## config.mk

```make
export PLATFORM = sky130hd
export DESIGN_NAME = hazard_fwd_unit
export DESIGN_NICKNAME = d
export VERILOG_FILES = /design/src/rtl/hzd_pkg.sv /design/src/rtl/hzd_stage_match.sv /design/src/rtl/hzd_src_sel.sv /design/src/rtl/hazard_fwd_unit.sv
export SDC_FILE = /design/constraint.sdc
export NUM_CORES = 1
export LEC_CHECK = 0
export ABC_CLOCK_PERIOD_IN_PS = 2300
export BUFFER_PORTS_ARGS = -buffer_cell sky130_fd_sc_hd__buf_2
export CORE_AREA = 4 4 41 43
export DETAILED_ROUTE_END_ITERATION = 6
export DIE_AREA = 0 0 45 47
export PLACE_DENSITY = 0.69
export SLEW_MARGIN = 15
export SYNTH_ARGS = -nofsm -noshare
export SYNTH_HDL_FRONTEND = slang
export SYNTH_SLANG_ARGS = --single-unit
export TNS_END_PERCENT = 5
```

## constraint.sdc

```tcl
create_clock -name vclk -period 2.3
set_input_delay 0.46 -clock vclk [all_inputs]
set_output_delay 0.46 -clock vclk [all_outputs]
set_load 0.02 [all_outputs]
```

## src/rtl/hzd_pkg.sv

```systemverilog
package hzd_pkg;

    typedef enum logic [1:0] {
        FWD_RF  = 2'b00,
        FWD_EX  = 2'b01,
        FWD_MEM = 2'b10,
        FWD_LD  = 2'b11
    } fwd_sel_e;

    typedef struct packed {
        logic stall_prev;
    } hzd_state_t;

endpackage

```

## src/rtl/hzd_stage_match.sv

```systemverilog
module hzd_stage_match #(
    parameter int REG_AW = 5
) (
    input  logic [REG_AW-1:0] src,
    input  logic              src_use,
    input  logic [REG_AW-1:0] dst,
    input  logic              dst_we,
    output logic              hit
);
    // register 0 is constant and never a producer
    always_comb begin
        hit = src_use && dst_we && (dst != '0) && (dst == src);
    end
endmodule

```

## src/rtl/hzd_src_sel.sv

```systemverilog
module hzd_src_sel
    import hzd_pkg::*;
#(
    parameter int REG_AW = 5
) (
    input  logic              clk,
    input  logic              rst_n,
    input  logic [REG_AW-1:0] src,
    input  logic              src_use,
    input  logic [REG_AW-1:0] x_dst,
    input  logic              x_we,
    input  logic              x_load,
    input  logic [REG_AW-1:0] m_dst,
    input  logic              m_we,
    input  logic              m_load,
    input  logic [REG_AW-1:0] w_dst,
    input  logic              w_we,
    output logic [1:0]        sel,
    output logic              ld_hit
);
    localparam int NSTG = 3;
    localparam int STG_X = 0;
    localparam int STG_M = 1;
    localparam int STG_W = 2;

    logic [NSTG-1:0][REG_AW-1:0] dst_v;
    logic [NSTG-1:0]             we_v;
    logic [NSTG-1:0]             hit_v;

    always_comb begin
        dst_v[STG_X] = x_dst;
        dst_v[STG_M] = m_dst;
        dst_v[STG_W] = w_dst;
        we_v[STG_X]  = x_we;
        we_v[STG_M]  = m_we;
        we_v[STG_W]  = w_we;
    end

    for (genvar g = 0; g < NSTG; g++) begin : g_stage
        hzd_stage_match #(.REG_AW(REG_AW)) u_match (
            .src     (src),
            .src_use (src_use),
            .dst     (dst_v[g]),
            .dst_we  (we_v[g]),
            .hit     (hit_v[g])
        );
    end

    // youngest producer first; writeback is covered by the split-phase file
    always_comb begin
        ld_hit = hit_v[STG_X] && x_load;
        if (hit_v[STG_X]) begin
            sel = x_load ? FWD_RF : FWD_EX;
        end else if (hit_v[STG_M]) begin
            sel = m_load ? FWD_LD : FWD_MEM;
        end else begin
            sel = FWD_RF;
        end
    end

    AST_ZERO_SRC_RF: assert property (@(posedge clk) disable iff (!rst_n)
        (src == '0) |-> (sel == FWD_RF && !ld_hit));
    AST_IDLE_SRC_RF: assert property (@(posedge clk) disable iff (!rst_n)
        !src_use |-> (sel == FWD_RF && !ld_hit));
    AST_LD_FROM_MEM: assert property (@(posedge clk) disable iff (!rst_n)
        (sel == FWD_LD) |-> (m_load && m_we && m_dst == src));
    AST_EX_WINS: assert property (@(posedge clk) disable iff (!rst_n)
        (hit_v[STG_X] && hit_v[STG_M] && !x_load) |-> (sel == FWD_EX));
    AST_WB_ONLY_RF: assert property (@(posedge clk) disable iff (!rst_n)
        (hit_v[STG_W] && !hit_v[STG_X] && !hit_v[STG_M]) |-> (sel == FWD_RF));

endmodule

```

## src/rtl/hazard_fwd_unit.sv

```systemverilog
module hazard_fwd_unit
    import hzd_pkg::*;
#(
    parameter int REG_AW = 5
) (
    input  logic              clk,
    input  logic              rst_n,
    input  logic [REG_AW-1:0] d_rs1,
    input  logic              d_rs1_use,
    input  logic [REG_AW-1:0] d_rs2,
    input  logic              d_rs2_use,
    input  logic [REG_AW-1:0] x_rd,
    input  logic              x_we,
    input  logic              x_load,
    input  logic [REG_AW-1:0] m_rd,
    input  logic              m_we,
    input  logic              m_load,
    input  logic [REG_AW-1:0] w_rd,
    input  logic              w_we,
    output logic [1:0]        fwd_sel_a,
    output logic [1:0]        fwd_sel_b,
    output logic              hold_fd,
    output logic              bubble_x
);
    localparam int NSRC = 2;

    logic [NSRC-1:0][REG_AW-1:0] src_v;
    logic [NSRC-1:0]             use_v;
    logic [NSRC-1:0][1:0]        sel_v;
    logic [NSRC-1:0]             ld_hit_v;
    logic                        stall;

    hzd_state_t state_d, state_q;

    always_comb begin
        src_v[0] = d_rs1;
        src_v[1] = d_rs2;
        use_v[0] = d_rs1_use;
        use_v[1] = d_rs2_use;
    end

    for (genvar s = 0; s < NSRC; s++) begin : g_src
        hzd_src_sel #(.REG_AW(REG_AW)) u_src (
            .clk     (clk),
            .rst_n   (rst_n),
            .src     (src_v[s]),
            .src_use (use_v[s]),
            .x_dst   (x_rd),
            .x_we    (x_we),
            .x_load  (x_load),
            .m_dst   (m_rd),
            .m_we    (m_we),
            .m_load  (m_load),
            .w_dst   (w_rd),
            .w_we    (w_we),
            .sel     (sel_v[s]),
            .ld_hit  (ld_hit_v[s])
        );
    end

    always_comb begin
        stall              = rst_n && (|ld_hit_v);
        state_d            = state_q;
        state_d.stall_prev = stall;
        if (!rst_n || stall) begin
            fwd_sel_a = FWD_RF;
            fwd_sel_b = FWD_RF;
        end else begin
            fwd_sel_a = sel_v[0];
            fwd_sel_b = sel_v[1];
        end
        hold_fd  = stall;
        bubble_x = stall;
    end

    always_ff @(posedge clk or negedge rst_n) begin
        if (!rst_n) begin
            state_q <= '0;
        end else begin
            state_q <= state_d;
        end
    end

    AST_STALL_CAUSE: assert property (@(posedge clk) disable iff (!rst_n)
        hold_fd |-> (x_we && x_load && x_rd != '0));
    AST_STALL_SELS_RF: assert property (@(posedge clk) disable iff (!rst_n)
        bubble_x |-> (fwd_sel_a == FWD_RF && fwd_sel_b == FWD_RF));
    AST_ONE_BUBBLE: assert property (@(posedge clk) disable iff (!rst_n)
        (state_q.stall_prev && !x_we) |-> !hold_fd);
    AST_NO_WRITERS_RF: assert property (@(posedge clk) disable iff (!rst_n)
        (!x_we && !m_we) |-> (fwd_sel_a == FWD_RF && fwd_sel_b == FWD_RF && !hold_fd));

endmodule

```

==> summary.txt, run 1 <==
Worst setup path
  • Top fanout value on the critical path: 4
  • Critical path depth in cells: 7
  • Worst Setup Path Type: input pin to primary output
  • WP buf/inv: 3
  • CP max stage delay: 0.54 ns
  • CP required: 1.84 ns
  • Worst path arrival time: 1.91 ns
  • Family with the most delay on the worst path: simple AND/OR/NAND/NOR gates
  • Worst Setup Start Kind: input pin
  • CP Launch Point: x_rd[2]
  • Crit-path cells: buf_6 > or4_4 > o21ai_4 > nor2_4 > buf_4 > o211a_1 > buf_2
  • Slowest stage cell, crit path: or4_4
  • Worst setup path end: bubble_x
  • Worst setup EP type: primary output

Floorplanning
  • Die H: 47 um
  • Initial Utilization: 29.2%
  • Core box area: 0.00130 mm^2
  • Num rows: 13
  • Die area: 0.00212 mm^2
  • Die X-Extent: 45 um
  • Ports: 40

Logic synthesis
  • Distinct cell type count after synthesis: 19
  • Mapped Cells: 49
  • Synth Area per Inst: 7.76 um^2
  • Ys Warns: 0
  • Sequential fraction of the synthesis area: 0%
  • Syn nets: 83
  • Netlist Area Pre-Place: 380 um^2

Flow run
  • Number of max-cap violations: 0

Power
  • PwrDens: 143 mW/mm^2
  • Logic pwr share: 100.0%
  • Switching share of power: 48.6%
  • Seq pwr share: 0%
  • NetSw: 47.2 uW
  • Static leakage: 0.312 nW
  • Internal Power: 49.9 uW
  • Clock share of power: 0%
  • Peak VDD IR: 0.0639 mV
  • Power, Total: 97.1 uW

Hold path
  • Worst min path class: input pin to primary output
  • Hold path depth: 3

Route
  • Wirelength per Cell: 12.3 um
  • Overall routed net length: 1260 um
  • Vias per cell: 4.71
  • Vias: 485
  • Initial DRC Count: 2
  • Drt drc: 0
  • DRT Pass-1 Iters: 2
  • Antenna Nets Post-Route: 0

STA
  • FMAX: 0.423 GHz
  • Slew headroom: 80.7%
  • Final setup vio count: 6
  • Final count of hold timing violations: 0
  • Min Tclk post-route: 2.37 ns
  • Min Hold Slack: 1.29 ns
  • Final WS setup: -0.0662 ns
  • Fin. max-slew vios: 0
  • RSZ-0062 raised after global routing: yes
  • Final critical-path share of the clock period: 103%
  • Sum Neg Setup Slack: -0.323 ns
  • Slew @ Worst Pin: 0.289 ns

Cells and area
  • Sequential cells: 0
  • Commonest non-fill, non-tap cell in the layout: buf_2
  • Antenna diodes: 0
  • Finished Cell Area: 681 um^2
  • Nets@finish: 124
  • Area grow syn2layout: 78.9%
  • Register Area: 0 um^2
  • Layout fillers: 135
  • CLK BUF: 0
  • Proportion of layout cells with a drive suffix above 1: 56.8%
  • Most frequent cells in the layout: buf_2 (27), xor2_1 (16), buf_4 (10)

Global route
  • Pin count of the biggest net entering global routing: 5
  • Initial antenna violation count: 0
  • Overall Global Routing Usage: 12.1%
  • Total congestion overflow: 0
  • First-pass GRT wire length: 2010 um
  • Vias in the first global route: 516

Placement
  • HPWL after DPL: 1100 um
  • Port Buffer Count: 33
  • Place WS: -0.136 ns
  • Placer Congestion: 0.777
  • Dpl cell area: 609 um^2

Outcome
  • Status: finished, violations left
  • Failing checks: negative setup slack

Clock network
  • Post-CTS Hold Buffers: 0
  • Postcts setup bufs: 0
-- routing by layer --
layer	vias up	GRT usage [%]	share of wire, %
met5	-	0	0
met4	0	1.75	0
met3	0	1.15	10
met2	27	23.4	53
met1	204	14.6	37
li1	254	-	-
-- synth_stat cells, types with 2 or more instances --
library cell  count  area (um^2)
nor3b_1           2         15.0
nand3_1           4         20.0
nor2_1            5         18.8
xor2_1           16          140
nor4_1            2         12.5
a2111oi_2         2         30.0
nand4_1           2         12.5
xnor2_1           4         35.0
nor2_2            2         12.5
-- cell families (layout without fill, tap and decap cells) --
group           after synthesis  in the layout  share of synthesized area (%)
simple gates                 20             20                           29.3
xor+xnor                     20             20                           46.1
buf+inv                       2             41                           2.96
compound gates                7              7                           21.7
-- power by group through the flow --
| stage | Clock, mW | Combinational [mW] | Sequential, mW |
|---|---|---|---|
| final | 0 | 0.0971 | 0 |
| after global placement | 0 | 0.0884 | 0 |
| after CTS | 0 | 0.0931 | 0 |
| after floorplan | 0 | 0.0387 | 0 |
| after detailed placement | 0 | 0.0901 | 0 |
| after global routing | 0 | 0.108 | 0 |
-- worst min path at each step --
stage / from / to
after detailed placement: x_load / fwd_sel_a[1]
after floorplan: x_load / fwd_sel_a[1]
final: x_load / fwd_sel_a[1]
after global routing: x_load / fwd_sel_a[1]
after CTS: x_load / fwd_sel_a[1]
after global placement: x_load / fwd_sel_a[1]
-- cell type report --
class | instances | area (um^2) | share of cell area [%]
repair buffers | 40 | 244 | 35.8
inverters | 1 | 3.75 | 0.551
multi-input cells | 47 | 414 | 60.8
well taps | 15 | 18.8 | 2.76
-- stage by stage --
| stage | util, % | std cells |
|---|---|---|
| floorplan | - | 49 |
| global placement | 46.8 | 103 |
| finish | 52.3 | 103 |
| CTS | 48.4 | 103 |
| global route | 52.3 | 103 |
| detailed placement | 46.8 | 103 |
-- worst min-delay path, cell delays in order --
cell       delay [ns]
buf_2            0.14
a2111oi_4        0.08
buf_4            0.14
-- repair_timing --
item,4_1_cts,5_1_grt
gates resized for setup,4,10
endpoints found under the setup margin,6,6
pin swaps,6,6
No activity file was read; power rests on OpenSTA's default activity.
==> run 2: changes to the inputs <==
PLACE_DENSITY = 0.68   (was 0.69)
==> summary.txt, run 2 (same netlist as run 1, synthesis figures left out) <==
Cells and area
  • Final core utilization: 53.7% (was 52.3%)
  • Multi-input logic area: 425 um^2 (was 414 um^2)
  • Layout fillers: 134 (was 135)
  • Proportion of layout cells with a drive suffix above 1: 58.4% (was 56.8%)
  • Commonest non-fill, non-tap cell in the layout: buf_2 (unchanged)
  • Sequential cells: 0 (unchanged)
  • Register Area: 0 um^2 (unchanged)
  • Most frequent cells in the layout: buf_2 (26), xor2_1 (16), buf_4 (13) (was buf_2 (27), xor2_1 (16), buf_4 (10))
  • Antenna diodes: 0 (unchanged)
  • Nets@finish: 125 (was 124)
  • CLK BUF: 0 (unchanged)
  • Area grow syn2layout: 83.6% (was 78.9%)
  • Finished Cell Area: 698 um^2 (was 681 um^2)

Power
  • PwrDens: 142 mW/mm^2 (was 143 mW/mm^2)
  • Peak VDD IR: 0.0753 mV (was 0.0639 mV)
  • Power, Total: 99.4 uW (was 97.1 uW)
  • Static leakage: 0.314 nW (was 0.312 nW)

Global route
  • Pin count of the biggest net entering global routing: 5 (unchanged)
  • Vias in the first global route: 478 (was 516)
  • First-pass GRT wire length: 1960 um (was 2010 um)
  • Overall Global Routing Usage: 11.8% (was 12.1%)
  • Initial antenna violation count: 0 (unchanged)
  • Total congestion overflow: 0 (unchanged)

Floorplanning
  • Die X-Extent: 45 um (unchanged)
  • Die H: 47 um (unchanged)
  • Num rows: 13 (unchanged)
  • Die area: 0.00212 mm^2 (unchanged)
  • Initial Utilization: 29.2% (unchanged)
  • Core box area: 0.00130 mm^2 (unchanged)
  • Ports: 40 (unchanged)

Worst setup path
  • Slowest stage cell, crit path: or4_4 (unchanged)
  • Worst path arrival time: 1.90 ns (was 1.91 ns)
  • Worst setup EP type: primary output (unchanged)
  • Worst Setup Start Kind: input pin (unchanged)
  • Worst Setup Path Type: input pin to primary output (unchanged)
  • Crit-path cells: buf_6 > or4_4 > o21ai_4 > nor2_4 > a2111oi_4 > buf_4 (was buf_6 > or4_4 > o21ai_4 > nor2_4 > buf_4 > o211a_1 > buf_2)
  • CP max stage delay: 0.54 ns (about the same)
  • CP required: 1.84 ns (about the same)
  • Family with the most delay on the worst path: simple AND/OR/NAND/NOR gates (unchanged)
  • CP Launch Point: x_rd[3] (was x_rd[2])
  • Top fanout value on the critical path: 3 (was 4)
  • WP buf/inv: 2 (was 3)

Hold path
  • Worst min path class: input pin to primary output (unchanged)
  • Hold Startpoint: x_load (unchanged)
  • Hold path depth: 3 (unchanged)
  • End of the worst hold path: fwd_sel_b[1] (was fwd_sel_a[1])

Placement
  • Port Buffer Count: 33 (unchanged)
  • Dpl cell area: 594 um^2 (was 609 um^2)
  • Placer Congestion: 0.823 (was 0.777)
  • Place WS: -0.110 ns (was -0.136 ns)
  • HPWL after DPL: 1130 um (was 1100 um)

Route
  • Wirelength per Cell: 12.3 um (about the same)
  • Vias: 498 (was 485)
  • Vias per cell: 4.79 (was 4.71)
  • Initial DRC Count: 2 (unchanged)
  • Overall routed net length: 1280 um (was 1260 um)
  • Drt drc: 0 (unchanged)
  • DRT Pass-1 Iters: 2 (unchanged)
  • Antenna Nets Post-Route: 0 (unchanged)

Outcome
  • Failing checks: negative setup slack (unchanged)
  • Status: finished, violations left (unchanged)

STA
  • RSZ-0062 raised after global routing: yes (unchanged)
  • Sum Neg Setup Slack: -0.140 ns (was -0.323 ns)
  • Fin. max-slew vios: 0 (unchanged)
  • Final critical-path share of the clock period: 103% (about the same)
  • Slew @ Worst Pin: 0.277 ns (was 0.289 ns)
  • Final setup vio count: 3 (was 6)
  • Min Tclk post-route: 2.36 ns (was 2.37 ns)
  • Final count of hold timing violations: 0 (unchanged)
  • FMAX: 0.424 GHz (was 0.423 GHz)
  • Final WS setup: -0.0608 ns (was -0.0662 ns)
  • Slew headroom: 81.5% (was 80.7%)

Flow run
  • Number of max-cap violations: 0 (unchanged)

Clock network
  • Post-CTS Hold Buffers: 0 (unchanged)
## run 2: report_power, final
group          total, mW  switching, mW  internal [mW]
registers              0              0              0
clock network          0              0              0
logic             0.0994         0.0487         0.0507
total             0.0994         0.0487         0.0507
## run 2: area by class of cell
class	count	share of cell area [%]
well taps	15	2.69
repair buffers	41	35.8
multi-input cells	47	60.9
inverters	1	0.538
## run 2: metrics by stage
stage | hold slack, ns | cells
3_5_place_dp | 1.27 | 101
5_1_grt | 1.32 | 104
4_1_cts | 1.29 | 101
3_3_place_gp | 1.26 | 101
2_1_floorplan | 1.01 | 49
6_report | 1.31 | 104
## run 2: repair_timing
item / in CTS / in global routing
setup endpoints to repair: 4 / 6
buffers inserted: 0 / 3
pin swaps: 4 / 8
gates cloned: 0 / 0
resized for setup: 3 / 13
## run 2: how the worst max path moves through the flow
| stage | to | slack, ns | cells past startpoint |
|---|---|---|---|
| after floorplan | fwd_sel_a[1] | -0.05 | 4 |
| after CTS | fwd_sel_b[0] | -0.08 | 7 |
| after detailed placement | fwd_sel_b[1] | -0.11 | 6 |
| final | fwd_sel_b[1] | -0.06 | 6 |
| after global placement | fwd_sel_a[1] | -0.08 | 6 |
| after global routing | fwd_sel_b[1] | -0.11 | 6 |
## run 2: metal layers
| metal | global-route usage, % | share of wire, % |
|---|---|---|
| met1 | 14.6 | 40 |
| met2 | 23.2 | 50 |
| met3 | 1.15 | 10 |
| met5 | 0 | 0 |
| met4 | 0 | 0 |
==> run 3: changes to the inputs <==
PLACE_DENSITY = 0.71   (was 0.68)
SYNTH_HIERARCHICAL = 1   (was unset)
==> summary.txt, run 3 <==
Outcome
  • Status: complete, no violations (was finished, violations left)

Worst setup path
  • Worst setup EP type: primary output (unchanged)
  • Worst Setup Start Kind: input pin (unchanged)
  • Worst path arrival time: 1.82 ns (was 1.90 ns)
  • Top fanout value on the critical path: 5 (was 3)
  • CP required: 1.84 ns (about the same)
  • CP max stage delay: 0.27 ns (was 0.54 ns)
  • WP buf/inv: 2 (unchanged)
  • Family with the most delay on the worst path: simple AND/OR/NAND/NOR gates (unchanged)
  • Worst Setup Path Type: input pin to primary output (unchanged)
  • Slowest stage cell, crit path: nor3b_2 (was or4_4)
  • Crit-path cells: clkbuf_4 > xnor2_2 > nand3_1 > nor3b_2 > and2_1 > and4bb_2 > buf_4 (was buf_6 > or4_4 > o21ai_4 > nor2_4 > a2111oi_4 > buf_4)

Floorplanning
  • Num rows: 13 (unchanged)
  • Initial Utilization: 32.7% (was 29.2%)
  • Ports: 40 (unchanged)
  • Die H: 47 um (unchanged)
  • Die X-Extent: 45 um (unchanged)
  • Die area: 0.00212 mm^2 (unchanged)
  • Core box area: 0.00130 mm^2 (unchanged)

Power
  • Power, Total: 111 uW (was 99.4 uW)
  • Static leakage: 0.318 nW (was 0.314 nW)
  • PwrDens: 151 mW/mm^2 (was 142 mW/mm^2)
  • Peak VDD IR: 0.0841 mV (was 0.0753 mV)

Cells and area
  • CLK BUF: 0 (unchanged)
  • Antenna diodes: 0 (unchanged)
  • Proportion of layout cells with a drive suffix above 1: 66.3% (was 58.4%)
  • Register Area: 0 um^2 (unchanged)
  • Most frequent cells in the layout: buf_2 (25), xnor2_1 (9), xnor2_2 (7) (was buf_2 (26), xor2_1 (16), buf_4 (13))
  • Layout fillers: 126 (was 134)
  • Multi-input logic area: 502 um^2 (was 425 um^2)
  • Final core utilization: 56.5% (was 53.7%)
  • Area grow syn2layout: 72.9% (was 83.6%)
  • Commonest non-fill, non-tap cell in the layout: buf_2 (unchanged)
  • Nets@finish: 122 (was 125)
  • Sequential cells: 0 (unchanged)

Route
  • Overall routed net length: 1420 um (was 1280 um)
  • DRT Pass-1 Iters: 3 (was 2)
  • Wirelength per Cell: 14.0 um (was 12.3 um)
  • Antenna Nets Post-Route: 0 (unchanged)
  • Vias: 521 (was 498)
  • Initial DRC Count: 2 (unchanged)
  • Drt drc: 0 (unchanged)
  • Vias per cell: 5.16 (was 4.79)

STA
  • Final critical-path share of the clock period: 99.3% (was 103%)
  • Final count of hold timing violations: 0 (unchanged)
  • Slew headroom: 85.3% (was 81.5%)
  • Sum Neg Setup Slack: 0 ns (was -0.140 ns)
  • Slew @ Worst Pin: 0.221 ns (was 0.277 ns)
  • Final setup vio count: 0 (was 3)
  • Min Tclk post-route: 2.28 ns (was 2.36 ns)
  • Fin. max-slew vios: 0 (unchanged)
  • FMAX: 0.438 GHz (was 0.424 GHz)
  • RSZ-0062 raised after global routing: yes (unchanged)

Logic synthesis
  • Yosys top cell by area: xnor2_1 (was xor2_1)
  • Mapped Cells: 54 (was 49)
  • Ys Warns: 6 (was 0)
  • Commonest cells post-synth: xnor2_1 (16), inv_1 (6) (was xor2_1 (16), nor2_1 (5), nand3_1 (4), xnor2_1 (4))
  • Distinct cell type count after synthesis: 13 (was 19)
  • Post-synth top area share: 32.9% (was 36.8%)
  • Synth Area per Inst: 7.88 um^2 (was 7.76 um^2)
  • Syn nets: 88 (was 83)
  • Sequential fraction of the synthesis area: 0% (unchanged)
  • Synth top area cells: xnor2_1 (33%), and4bb_2 (12%), nor3b_2 (12%) (was xor2_1 (37%), xnor2_1 (9.2%), a2111oi_2 (7.9%))
  • Netlist Area Pre-Place: 425 um^2 (was 380 um^2)
  • Count leader, synth: xnor2_1 (was xor2_1)

Placement
  • HPWL after DPL: 1070 um (was 1130 um)
  • Placer Congestion: 0.787 (was 0.823)
  • Port Buffer Count: 33 (unchanged)

Global route
  • Vias in the first global route: 468 (was 478)
  • Pin count of the biggest net entering global routing: 6 (was 5)
  • Total congestion overflow: 0 (unchanged)
  • Initial antenna violation count: 0 (unchanged)
  • Overall Global Routing Usage: 11.3% (was 11.8%)
  • First-pass GRT wire length: 1850 um (was 1960 um)

Hold path
  • Worst min path class: input pin to primary output (unchanged)

Flow run
  • Number of max-cap violations: 0 (unchanged)
run 3: power breakdown:
group,internal (mW),switching (mW),total [mW]
Combinational,0.0567,0.0541,0.111
Sequential,0,0,0
Clock,0,0,0
Total,0.0567,0.0541,0.111
run 3: what timing repair did:
item                                    CTS  global route
gates resized for setup                   0            30
buffers inserted                          0             0
hold buffers                              0             0
endpoints found under the setup margin    0             4
run 3: cell families (layout without fill, tap and decap cells):
group	after synthesis	count (layout)	share of synthesized area [%]
compound gates	11	11	18.8
xor+xnor	16	16	32.9
buf+inv	7	39	7.06
simple gates	20	20	41.2
run 3: layout make-up:
type	count	share of cell area, %
inverters	6	3.06
multi-input cells	47	68.2
well taps	15	2.55
repair buffers	33	26.2
run 3: per-stage QoR:
step | hold WS [ns] | cells | instance area (um^2) | setup slack (ns)
after floorplan | 1.08 | 54 | 425 | 0.238
after global placement | 1.30 | 101 | 602 | 0.0227
after detailed placement | 1.31 | 101 | 602 | 0.0234
after CTS | 1.31 | 101 | 602 | 0.0217
after global routing | 1.34 | 101 | 736 | -0.0462
final | 1.31 | 101 | 736 | 0.0166
run 3: worst paths after layout:
path | startpoint | endpoint | slack (ns) | depth (start not counted)
max | x_rd[3] | fwd_sel_a[0] | 0.02 | 7
min | rst_n | bubble_x | 1.31 | 3
run 3: layer usage:
layer | part of all wire [%] | up-vias | track usage, %
li1 | - | 266 | -
met1 | 39 | 237 | 13.7
met5 | 0 | - | 0
met3 | 5.9 | 0 | 0
met2 | 55 | 18 | 23.2
met4 | 0 | 0 | 0
